$ cat config.mk
export PLATFORM = sky130hd
export DESIGN_NAME = irq_agg
export DESIGN_NICKNAME = d
export VERILOG_FILES = /design/src/rtl/irq_agg_pkg.sv /design/src/rtl/irq_src_merge.sv /design/src/rtl/irq_reg_port.sv /design/src/rtl/irq_cause_reg.sv /design/src/rtl/irq_notify.sv /design/src/rtl/irq_agg.sv
export SDC_FILE = /design/constraint.sdc
export NUM_CORES = 1
export LEC_CHECK = 0
export BUFFER_PORTS_ARGS = -buffer_cell sky130_fd_sc_hd__clkbuf_2
export CORE_MARGIN = 8
export CORE_UTILIZATION = 39
export CTS_CLUSTER_SIZE = 16
export DETAILED_ROUTE_END_ITERATION = 8
export PLACE_DENSITY = 0.85
export SLEW_MARGIN = 10
export SYNTH_ARGS = -nofsm -noshare
export SYNTH_HDL_FRONTEND = slang
export SYNTH_SLANG_ARGS = --single-unit
$ cat constraint.sdc
create_clock -name clk -period 2.9 [get_ports clk]
set_clock_uncertainty 0.15 [all_clocks]
set_input_delay 0.58 -clock clk [delete_from_list [all_inputs] [get_ports clk]]
set_output_delay 0.58 -clock clk [all_outputs]
set_load 0.05 [all_outputs]
$ cat src/rtl/irq_agg_pkg.sv
package irq_agg_pkg;

   // Kind of software access decoded from one write
   typedef enum logic [1:0] {
      SW_NONE  = 2'd0,
      SW_RAISE = 2'd1,
      SW_CLEAR = 2'd2
   } sw_op_e;

   // Conventional cause bit positions for the two internal events
   localparam int unsigned CAUSE_BIT_ARITH = 0;
   localparam int unsigned CAUSE_BIT_COPY  = 8;

   // Clear first, then raise: a new event always survives
   function automatic logic [63:0] apply_cause(input logic [63:0] cur,
                                               input logic [63:0] clr,
                                               input logic [63:0] set);
      return (cur & ~clr) | set;
   endfunction

endpackage

$ cat src/rtl/irq_src_merge.sv
module irq_src_merge #(
   parameter int unsigned CAUSE_W = 32,
   parameter int unsigned N_SRC   = 2
) (
   input  logic [N_SRC-1:0]         src_raise,
   input  logic [N_SRC*CAUSE_W-1:0] src_mask,
   input  logic                     sw_raise,
   input  logic [CAUSE_W-1:0]       sw_mask,
   output logic [CAUSE_W-1:0]       set_mask,
   output logic                     raise_evt
);
   localparam int unsigned STAGES = N_SRC + 1;

   logic [CAUSE_W-1:0] acc [STAGES];

   assign acc[0] = sw_raise ? sw_mask : '0;

   // One OR stage per source, masked by its own strobe
   for (genvar i = 0; i < N_SRC; i++) begin : g_src
      logic [CAUSE_W-1:0] gated;
      assign gated      = src_raise[i] ? src_mask[i*CAUSE_W +: CAUSE_W] : '0;
      assign acc[i + 1] = acc[i] | gated;
   end

   assign set_mask  = acc[STAGES-1];
   assign raise_evt = sw_raise | (|src_raise);

endmodule

$ cat src/rtl/irq_reg_port.sv
module irq_reg_port
   import irq_agg_pkg::*;
#(
   parameter int unsigned CAUSE_W   = 32,
   parameter int unsigned ADDR_W    = 8,
   parameter int unsigned OFS_CAUSE = 'h24,
   parameter int unsigned OFS_RAISE = 'h60,
   parameter int unsigned OFS_CLEAR = 'h64,
   parameter bit          MISS_ONES = 1'b1
) (
   input  logic               wr_en,
   input  logic [ADDR_W-1:0]  wr_addr,
   input  logic [CAUSE_W-1:0] wr_data,
   input  logic [ADDR_W-1:0]  rd_addr,
   input  logic [CAUSE_W-1:0] cause_q,
   output logic               sw_raise,
   output logic               sw_clear,
   output logic [CAUSE_W-1:0] sw_mask,
   output logic [CAUSE_W-1:0] rd_data
);
   localparam logic [ADDR_W-1:0] A_CAUSE = ADDR_W'(OFS_CAUSE);
   localparam logic [ADDR_W-1:0] A_RAISE = ADDR_W'(OFS_RAISE);
   localparam logic [ADDR_W-1:0] A_CLEAR = ADDR_W'(OFS_CLEAR);

   sw_op_e op;

   always_comb begin
      op = SW_NONE;
      if (wr_en) begin
         if (wr_addr == A_RAISE)      op = SW_RAISE;
         else if (wr_addr == A_CLEAR) op = SW_CLEAR;
      end
   end

   assign sw_raise = (op == SW_RAISE);
   assign sw_clear = (op == SW_CLEAR);
   assign sw_mask  = wr_data;

   // Value returned for an unmapped read offset
   logic [CAUSE_W-1:0] miss_val;
   if (MISS_ONES) begin : g_miss_ones
      assign miss_val = '1;
   end else begin : g_miss_zero
      assign miss_val = '0;
   end

   assign rd_data = (rd_addr == A_CAUSE) ? cause_q : miss_val;

endmodule

$ cat src/rtl/irq_cause_reg.sv
module irq_cause_reg
   import irq_agg_pkg::*;
#(
   parameter int unsigned CAUSE_W = 32
) (
   input  logic               clk,
   input  logic               rst_n,
   input  logic [CAUSE_W-1:0] set_mask,
   input  logic               clr_en,
   input  logic [CAUSE_W-1:0] clr_mask,
   output logic [CAUSE_W-1:0] cause_next,
   output logic [CAUSE_W-1:0] cause_q
);
   logic [63:0] wide_next;
   logic [CAUSE_W-1:0] clr_eff;

   assign clr_eff    = clr_en ? clr_mask : '0;
   assign wide_next  = apply_cause(64'(cause_q), 64'(clr_eff), 64'(set_mask));
   assign cause_next = wide_next[CAUSE_W-1:0];

   always_ff @(posedge clk or negedge rst_n) begin
      if (!rst_n) cause_q <= '0;
      else        cause_q <= cause_next;
   end

endmodule

$ cat src/rtl/irq_notify.sv
module irq_notify #(
   parameter int unsigned CAUSE_W = 32
) (
   input  logic               clk,
   input  logic               rst_n,
   input  logic               msg_en,
   input  logic               raise_evt,
   input  logic [CAUSE_W-1:0] cause_next,
   output logic               irq_level,
   output logic               msg_pulse
);
   logic pending;
   logic level_set;
   logic level_rel;

   assign pending   = |cause_next;
   assign level_set = !msg_en && raise_evt && pending;
   assign level_rel = !msg_en && !pending;

   always_ff @(posedge clk or negedge rst_n) begin
      if (!rst_n) begin
         irq_level <= 1'b0;
         msg_pulse <= 1'b0;
      end else begin
         msg_pulse <= msg_en && raise_evt && pending;
         if (level_set)      irq_level <= 1'b1;
         else if (level_rel) irq_level <= 1'b0;
      end
   end

endmodule

$ cat src/rtl/irq_agg.sv
module irq_agg #(
   parameter int unsigned CAUSE_W   = 32,
   parameter int unsigned N_SRC     = 2,
   parameter int unsigned ADDR_W    = 8,
   parameter int unsigned OFS_CAUSE = 'h24,
   parameter int unsigned OFS_RAISE = 'h60,
   parameter int unsigned OFS_CLEAR = 'h64
) (
   input  logic                     clk,
   input  logic                     rst_n,
   input  logic                     msg_en,
   input  logic [N_SRC-1:0]         src_raise,
   input  logic [N_SRC*CAUSE_W-1:0] src_mask,
   input  logic                     wr_en,
   input  logic [ADDR_W-1:0]        wr_addr,
   input  logic [CAUSE_W-1:0]       wr_data,
   input  logic [ADDR_W-1:0]        rd_addr,
   output logic [CAUSE_W-1:0]       rd_data,
   output logic [CAUSE_W-1:0]       cause,
   output logic                     irq_level,
   output logic                     msg_pulse
);
   localparam int unsigned ADDR_SPAN = 1 << ADDR_W;

   // Elaboration-time parameter checks
   if (CAUSE_W < 1 || CAUSE_W > 64) begin : g_bad_width
      $error("irq_agg: CAUSE_W must lie in 1..64");
   end
   if (N_SRC < 1) begin : g_bad_src
      $error("irq_agg: N_SRC must be at least 1");
   end
   if (OFS_CAUSE >= ADDR_SPAN || OFS_RAISE >= ADDR_SPAN || OFS_CLEAR >= ADDR_SPAN) begin : g_bad_ofs
      $error("irq_agg: an offset does not fit in ADDR_W bits");
   end
   if (OFS_RAISE == OFS_CLEAR) begin : g_bad_alias
      $error("irq_agg: raise and clear offsets must differ");
   end

   logic               sw_raise;
   logic               sw_clear;
   logic [CAUSE_W-1:0] sw_mask;
   logic [CAUSE_W-1:0] set_mask;
   logic               raise_evt;
   logic [CAUSE_W-1:0] cause_next;
   logic [CAUSE_W-1:0] cause_q;

   irq_reg_port #(
      .CAUSE_W  (CAUSE_W),
      .ADDR_W   (ADDR_W),
      .OFS_CAUSE(OFS_CAUSE),
      .OFS_RAISE(OFS_RAISE),
      .OFS_CLEAR(OFS_CLEAR),
      .MISS_ONES(1'b1)
   ) u_port (
      .wr_en   (wr_en),
      .wr_addr (wr_addr),
      .wr_data (wr_data),
      .rd_addr (rd_addr),
      .cause_q (cause_q),
      .sw_raise(sw_raise),
      .sw_clear(sw_clear),
      .sw_mask (sw_mask),
      .rd_data (rd_data)
   );

   irq_src_merge #(
      .CAUSE_W(CAUSE_W),
      .N_SRC  (N_SRC)
   ) u_merge (
      .src_raise(src_raise),
      .src_mask (src_mask),
      .sw_raise (sw_raise),
      .sw_mask  (sw_mask),
      .set_mask (set_mask),
      .raise_evt(raise_evt)
   );

   irq_cause_reg #(
      .CAUSE_W(CAUSE_W)
   ) u_cause (
      .clk       (clk),
      .rst_n     (rst_n),
      .set_mask  (set_mask),
      .clr_en    (sw_clear),
      .clr_mask  (sw_mask),
      .cause_next(cause_next),
      .cause_q   (cause_q)
   );

   irq_notify #(
      .CAUSE_W(CAUSE_W)
   ) u_notify (
      .clk       (clk),
      .rst_n     (rst_n),
      .msg_en    (msg_en),
      .raise_evt (raise_evt),
      .cause_next(cause_next),
      .irq_level (irq_level),
      .msg_pulse (msg_pulse)
   );

   assign cause = cause_q;

endmodule

==> flow_summary_export.csv, run 1 <==
group,metric,value,unit
cells_and_area,drive_above_1_share,51.0,%
logic_synthesis,synthArstFlopShare,100,%
sta,timing_hold_violations_final,0,
cells_and_area,areaGrowthSynthToFinish,50.6,%
cells_and_area,nNetsFinal,533,
logic_synthesis,syn_area_per_cell,9.19,µm²
critical_path,criticalPathCategory,"in -> out",
grt,busiest_layer,"met2",
logic_synthesis,yosysSeqAreaShare,38.1,%
sta,drv_slew,0,
cts,cts.sinks,34,
min_path,hp-class,"in -> async",
grt,met2_usage,37.3,%
floorplan,dieArea,0.00840,mm²
sta,min_period,2.60,ns
place,hpwl,7740,µm
cells_and_area,multi_input_area,0.00116,mm²
logic_synthesis,synth_warnings,0,
logic_synthesis,ys_ff_latch,34,
sta,finalSetupViolCount,0,
logic_synthesis,synthDistinctLibCells,20,
cells_and_area,final_cells,488,
grt,overflow,0,
logic_synthesis,synthesis.nets,361,
detailed_routing,dr_total_vias,2744,
detailed_routing,drt-wirelength-per-cell,20.2,µm
critical_path,worst_setup_path_start_kind,"input port",
critical_path,crit_arrival,1.87,ns
detailed_routing,routed_wl,9860,µm
cts,postCtsSetupBuffers,0,
critical_path,cp.required,2.17,ns
grt,use_met3,8.88,%
pwr,vdd_ir_drop_max,256,µV
pwr,power_per_cell_area,360,mW/mm²
sta,fmax,384,MHz
cts,post_cts_resized,0,
detailed_routing,routed_via_density,5.62,
sta,worst_pin_slew,1.03,ns
sta,slew_headroom,31.2,%
floorplan,die_width,91.7,µm
cts,numCtsBuffers,5,
place,dpl_cell_area,0.00323,mm²
place,gp_congestion,0.793,
floorplan,rows,27,
floorplan,fp.coreArea,0.00551,mm²
detailed_routing,drc_errors,0,
cts,hold_buffers,0,
floorplan,ios,184,
grt,grt_usage,22.2,%
run,maxCapViolCount,0,
detailed_routing,drt_iter0_drc,150,
pwr,power.total,1210,µW
pwr,p_leak,0.00171,µW
logic_synthesis,synth_ff_type,"dfrtp_1",
floorplan,initial_core_util,40.6,%
cts,cts_root_buf,"clkbuf_8",
detailed_routing,drt-pass1-iter-count,4,
detailed_routing,antenna_left,0,
cts,h-tree-depth,2,
critical_path,end_kind,"primary output",
grt,grt_max_degree,35,
place,io_buffers,183,
cells_and_area,antenna_cells,0,
grt,first_global_vias,2967,
logic_synthesis,syn_area,0.00223,mm²
critical_path,crit_fanout,9,
sta,rsz0062_at_grt,"false",
cts,clk_pin_slew,0.08,ns
grt,antenna_found_initial,0,
run_status,status,"finished, final reports clean",
logic_synthesis,synth_cells,243,
sta,finalHoldWorstSlack,0.250,ns
cells_and_area,n_fill_cell,512,
grt,met1_usage,24.9,%
cts,clockBufferDepth,2,
cells_and_area,seq_area,851,µm²
cts,cts_tree,"built",
sta,tns,0,ns
cts,insertion_delay,0.29,ns
place,dp.cells,480,
logic_synthesis,synth-edff-count,0,
sta,period_share,89.7,%
grt,grt_pass1_wl,15100,µm
floorplan,die_y,91.7,µm
cells_and_area,postLayoutCellArea,0.00336,mm²
## routing by layer
layer / part of all wire, % / vias up
met1: 38 / 1249
met2: 48 / 160
met3: 11 / 22
met4: 2.6 / 0
li1: - / 1313
met5: 0 / -
## Yosys cell counts, types with 2 or more instances
master     n  area share (%)
a21oi_1    2            0.45
a22o_1    32              13
a311o_1   32              14
a31oi_1   33             9.2
and4_1     2            0.78
buf_2      7             1.6
buf_4      3             1.0
clkbuf_1  15             2.5
dfrtp_1   34              38
inv_1     34             5.7
nand2_1    2            0.34
nand3_1   23             5.2
nor4_1     8             2.2
nor4b_1    2            0.78
or2_2      9             2.5
## flip-flops by register name, indices dropped and copies added, names as in the netlist
name                cells
u_cause.cause_q        32
u_notify.irq_level      1
u_notify.msg_pulse      1
## layout make-up
class,instances,area share [%]
Sequential cell,34,25.3
Tap cell,72,2.68
Timing Repair Buffer,191,29.8
Multi-Input combinational cell,149,34.4
Inverter,34,3.79
Clock inverter,3,2.05
Clock buffer,5,2.05
## per-stage QoR
| stage | setup WS, ns | util (%) |
|---|---|---|
| 5_1_grt | 0.148 | 61.1 |
| 3_3_place_gp | 0.0637 | 58.6 |
| 2_1_floorplan | 0.186 | - |
| 3_5_place_dp | 0.104 | 58.6 |
| 6_report | 0.297 | 61.1 |
| 4_1_cts | 0.249 | 61.1 |
## placed cells by master, fill, tap and decap left out, types with 2 or more instances in the layout
cell type,synthesis,layout
a311o_1,32,32
a22o_1,32,32
clkbuf_8,0,5
a21oi_1,2,2
buf_12,0,2
clkbuf_2,0,183
nand3_1,23,23
dfrtp_1,34,34
or2_2,9,9
and4_1,2,2
a31oi_1,33,33
nor4_1,8,8
bufinv_16,0,2
nor4b_2,0,2
inv_1,34,34
nand2_1,2,2
buf_4,3,6
## report_power, final
| part | internal, µW | total, µW | switching, µW | leakage (µW) |
|---|---|---|---|---|
| clock network | 345 | 533 | 189 | 0.0000683 |
| logic | 97.5 | 200 | 102 | 0.00134 |
| registers | 476 | 477 | 1.04 | 0.000301 |
## worst max-delay path, cell delays in order
cell and delay, ns:
clkbuf_2 0.08, nor4b_2 0.32, nand2_1 0.29, or2_2 0.35, clkbuf_2 0.24
## worst paths after layout
path	startpoint	cells after the start	slack (ns)	endpoint
max	rd_addr[1]	5	0.30	rd_data[23]
max in group asynchronous	rst_n	1	1.80	u_cause.cause_q[15]$_DFF_PN0_
min reg2reg	u_notify.irq_level$_DFFE_PN0P_	2	0.46	u_notify.irq_level$_DFFE_PN0P_
min	rst_n	1	0.25	u_cause.cause_q[31]$_DFF_PN0_
max reg2reg	u_cause.cause_q[30]$_DFF_PN0_	6	1.04	u_notify.irq_level$_DFFE_PN0P_
min in group clk	msg_en	3	0.36	u_notify.msg_pulse$_DFF_PN0_
## logic make-up after synthesis
logic type,synth area share [%]
AOI/OAI and AO/OA,37.0
buffers and inverters,11.3
DFF,38.1
and+or+nand+nor,13.6
Power figures use the tool's default switching activity.
==> run 2: changes to the inputs <==
- CORE_UTILIZATION: 39 -> 40
- CTS_BUF_LIST: default -> sky130_fd_sc_hd__clkbuf_4
- PLACE_DENSITY: 0.85 -> 0.87
- SKIP_LAST_GASP: default -> 1
==> run 2 against run 1 <==
Compared with the run above: combinational power rose by 3%; first-iteration DRC count up 52%; critical path depth is the same; non-clock buffer count grew 7; sequential power about the same; fmax down 0.82%; critical path type unchanged; largest power group is now sequential cells; highest routed layer unchanged.
==> flow_summary_export.csv, run 2 (same netlist as run 1, synthesis figures left out) <==
group,metric,value,unit
pwr,power.total,937,µW
sta,rsz0062_at_grt,"false",
place,hpwl,8060,µm
cts,clk_pin_slew,0.12,ns
pwr,power_per_cell_area,281,mW/mm²
pwr,p_leak,0.00171,µW
detailed_routing,drt-wirelength-per-cell,20.9,µm
detailed_routing,antenna_left,0,
cells_and_area,final_cells,494,
floorplan,die_width,90.7,µm
sta,period_share,90.5,%
place,dp.cells,487,
critical_path,critPathSlowestCell,"or2_2",
run,maxCapViolCount,0,
floorplan,initial_core_util,41.1,%
cells_and_area,largest_reg_flops,32,
pwr,intPower,663,µW
sta,drv_slew,0,
cells_and_area,final_common_cell,"clkbuf_2",
critical_path,crit_fanout,9,
cells_and_area,top_register,"u_cause.cause_q",
grt,antenna_found_initial,0,
grt,overflow,0,
pwr,comb_power_share,22.0,%
floorplan,ios,184,
detailed_routing,routed_via_density,6.02,
critical_path,end_kind,"primary output",
critical_path,path_cells,"clkbuf_2, nor4b_2, nand2_1, or2_2, clkbuf_2",
pwr,seq_power_share,51.0,%
grt,grt_max_degree,35,
sta,finalSetupViolCount,0,
sta,fmax,381,MHz
place,gp_congestion,0.939,
floorplan,rows,27,
detailed_routing,routed_wl,10300,µm
cells_and_area,drive_above_1_share,51.7,%
cts,numCtsBuffers,5,
detailed_routing,drt_iter0_drc,228,
cts,cts_root_buf,"clkbuf_4",
sta,slew_headroom,40.2,%
cells_and_area,areaGrowthSynthToFinish,49.5,%
cts,insertion_delay,0.34,ns
critical_path,slowest_delay,0.37,ns
cells_and_area,n_fill_cell,493,
sta,timing_hold_violations_final,0,
floorplan,dieArea,0.00823,mm²
cts,cts_tree,"built",
cells_and_area,antenna_cells,0,
sta,min_period,2.62,ns
pwr,switching_share,29.3,%
cts,clockBufferDepth,2,
detailed_routing,drt-pass1-iter-count,5,
min_path,hp-class,"in -> async",
cts,h-tree-depth,2,
pwr,vdd_ir_drop_max,141,µV
cts,hold_buffers,0,
cells_and_area,nNetsFinal,540,
run_status,status,"finished, final reports clean",
cts,postCtsSetupBuffers,0,
grt,grt_usage,23.9,%
grt,grt_pass1_wl,16000,µm
detailed_routing,drc_errors,0,
cells_and_area,final_cell_mix,"183 x clkbuf_2, 34 x inv_1, 34 x dfrtp_1",
cts,post_cts_resized,0,
cts,cts.sinks,34,
cells_and_area,fin_util,61.4,%
place,dpl_cell_area,0.00329,mm²
floorplan,die_y,90.7,µm
pwr,switching_power,274,µW
critical_path,crit_arrival,1.89,ns
critical_path,cp_common_cell,"clkbuf_2",
pwr,pwr-share-clk,27.0,%
cells_and_area,reg.largest.list,"u_cause.cause_q (32), u_notify.irq_level (1), u_notify.msg_pulse (1)",
sta,worst_pin_slew,0.897,ns
critical_path,worst_setup_path_start_kind,"input port",
detailed_routing,dr_total_vias,2976,
critical_path,cp.required,2.17,ns
grt,first_global_vias,3143,
floorplan,fp.coreArea,0.00544,mm²
critical_path,criticalPathCategory,"in -> out",
place,io_buffers,183,
cells_and_area,postLayoutCellArea,0.00334,mm²
[run 2: final cells by class]
class	instances	area [µm²]	area share, %
multi-input cells	149	1160	34.7
clock buffers	5	37.5	1.12
well taps	72	90.1	2.70
repair buffers	198	1070	31.9
inverters	34	128	3.82
clock inverters	2	10.0	0.300
flip-flops and latches	34	851	25.5
[run 2: path summary, 6_finish.rpt]
check	from	end	slack [ns]	cells past startpoint
min	rst_n	u_cause.cause_q[23]$_DFF_PN0_	0.19	1
max	rd_addr[4]	rd_data[25]	0.28	5
max reg2reg	u_cause.cause_q[30]$_DFF_PN0_	u_notify.irq_level$_DFFE_PN0P_	0.96	6
max in group asynchronous	rst_n	u_cause.cause_q[30]$_DFF_PN0_	1.83	1
min reg2reg	u_notify.irq_level$_DFFE_PN0P_	u_notify.irq_level$_DFFE_PN0P_	0.43	2
min in group clk	msg_en	u_notify.msg_pulse$_DFF_PN0_	0.30	3
[run 2: routing by layer]
layer	routed length, µm	up-vias	GRT usage (%)
met5	0	-	0
met4	214	0	8.32
li1	-	1319	-
met1	4000	1416	27.6
met3	1160	24	8.56
met2	4960	217	39.6
[run 2: worst max-delay path: cells and delay by family]
kind / cells / cell delay (ns)
buffers and inverters: 2 / 0.33
AND/OR/NAND/NOR: 3 / 0.98
[run 2: metrics by stage]
stage	setup WS, ns	hold slack [ns]	setup TNS [ns]
final	0.276	0.191	0
after global routing	0.192	0.240	0
after global placement	0.0135	0.407	0
after detailed placement	-0.0210	0.405	-0.0269
after floorplan	0.186	0.134	0
after CTS	0.285	0.196	0
[run 2: power by group through the flow]
stage               registers (µW)  logic, µW  clock network, µW
global route                   478        222                281
global placement               486        199                  0
detailed placement             486        203                  0
floorplan                      494       71.4                  0
CTS                            477        204                257
finish                         477        206                253
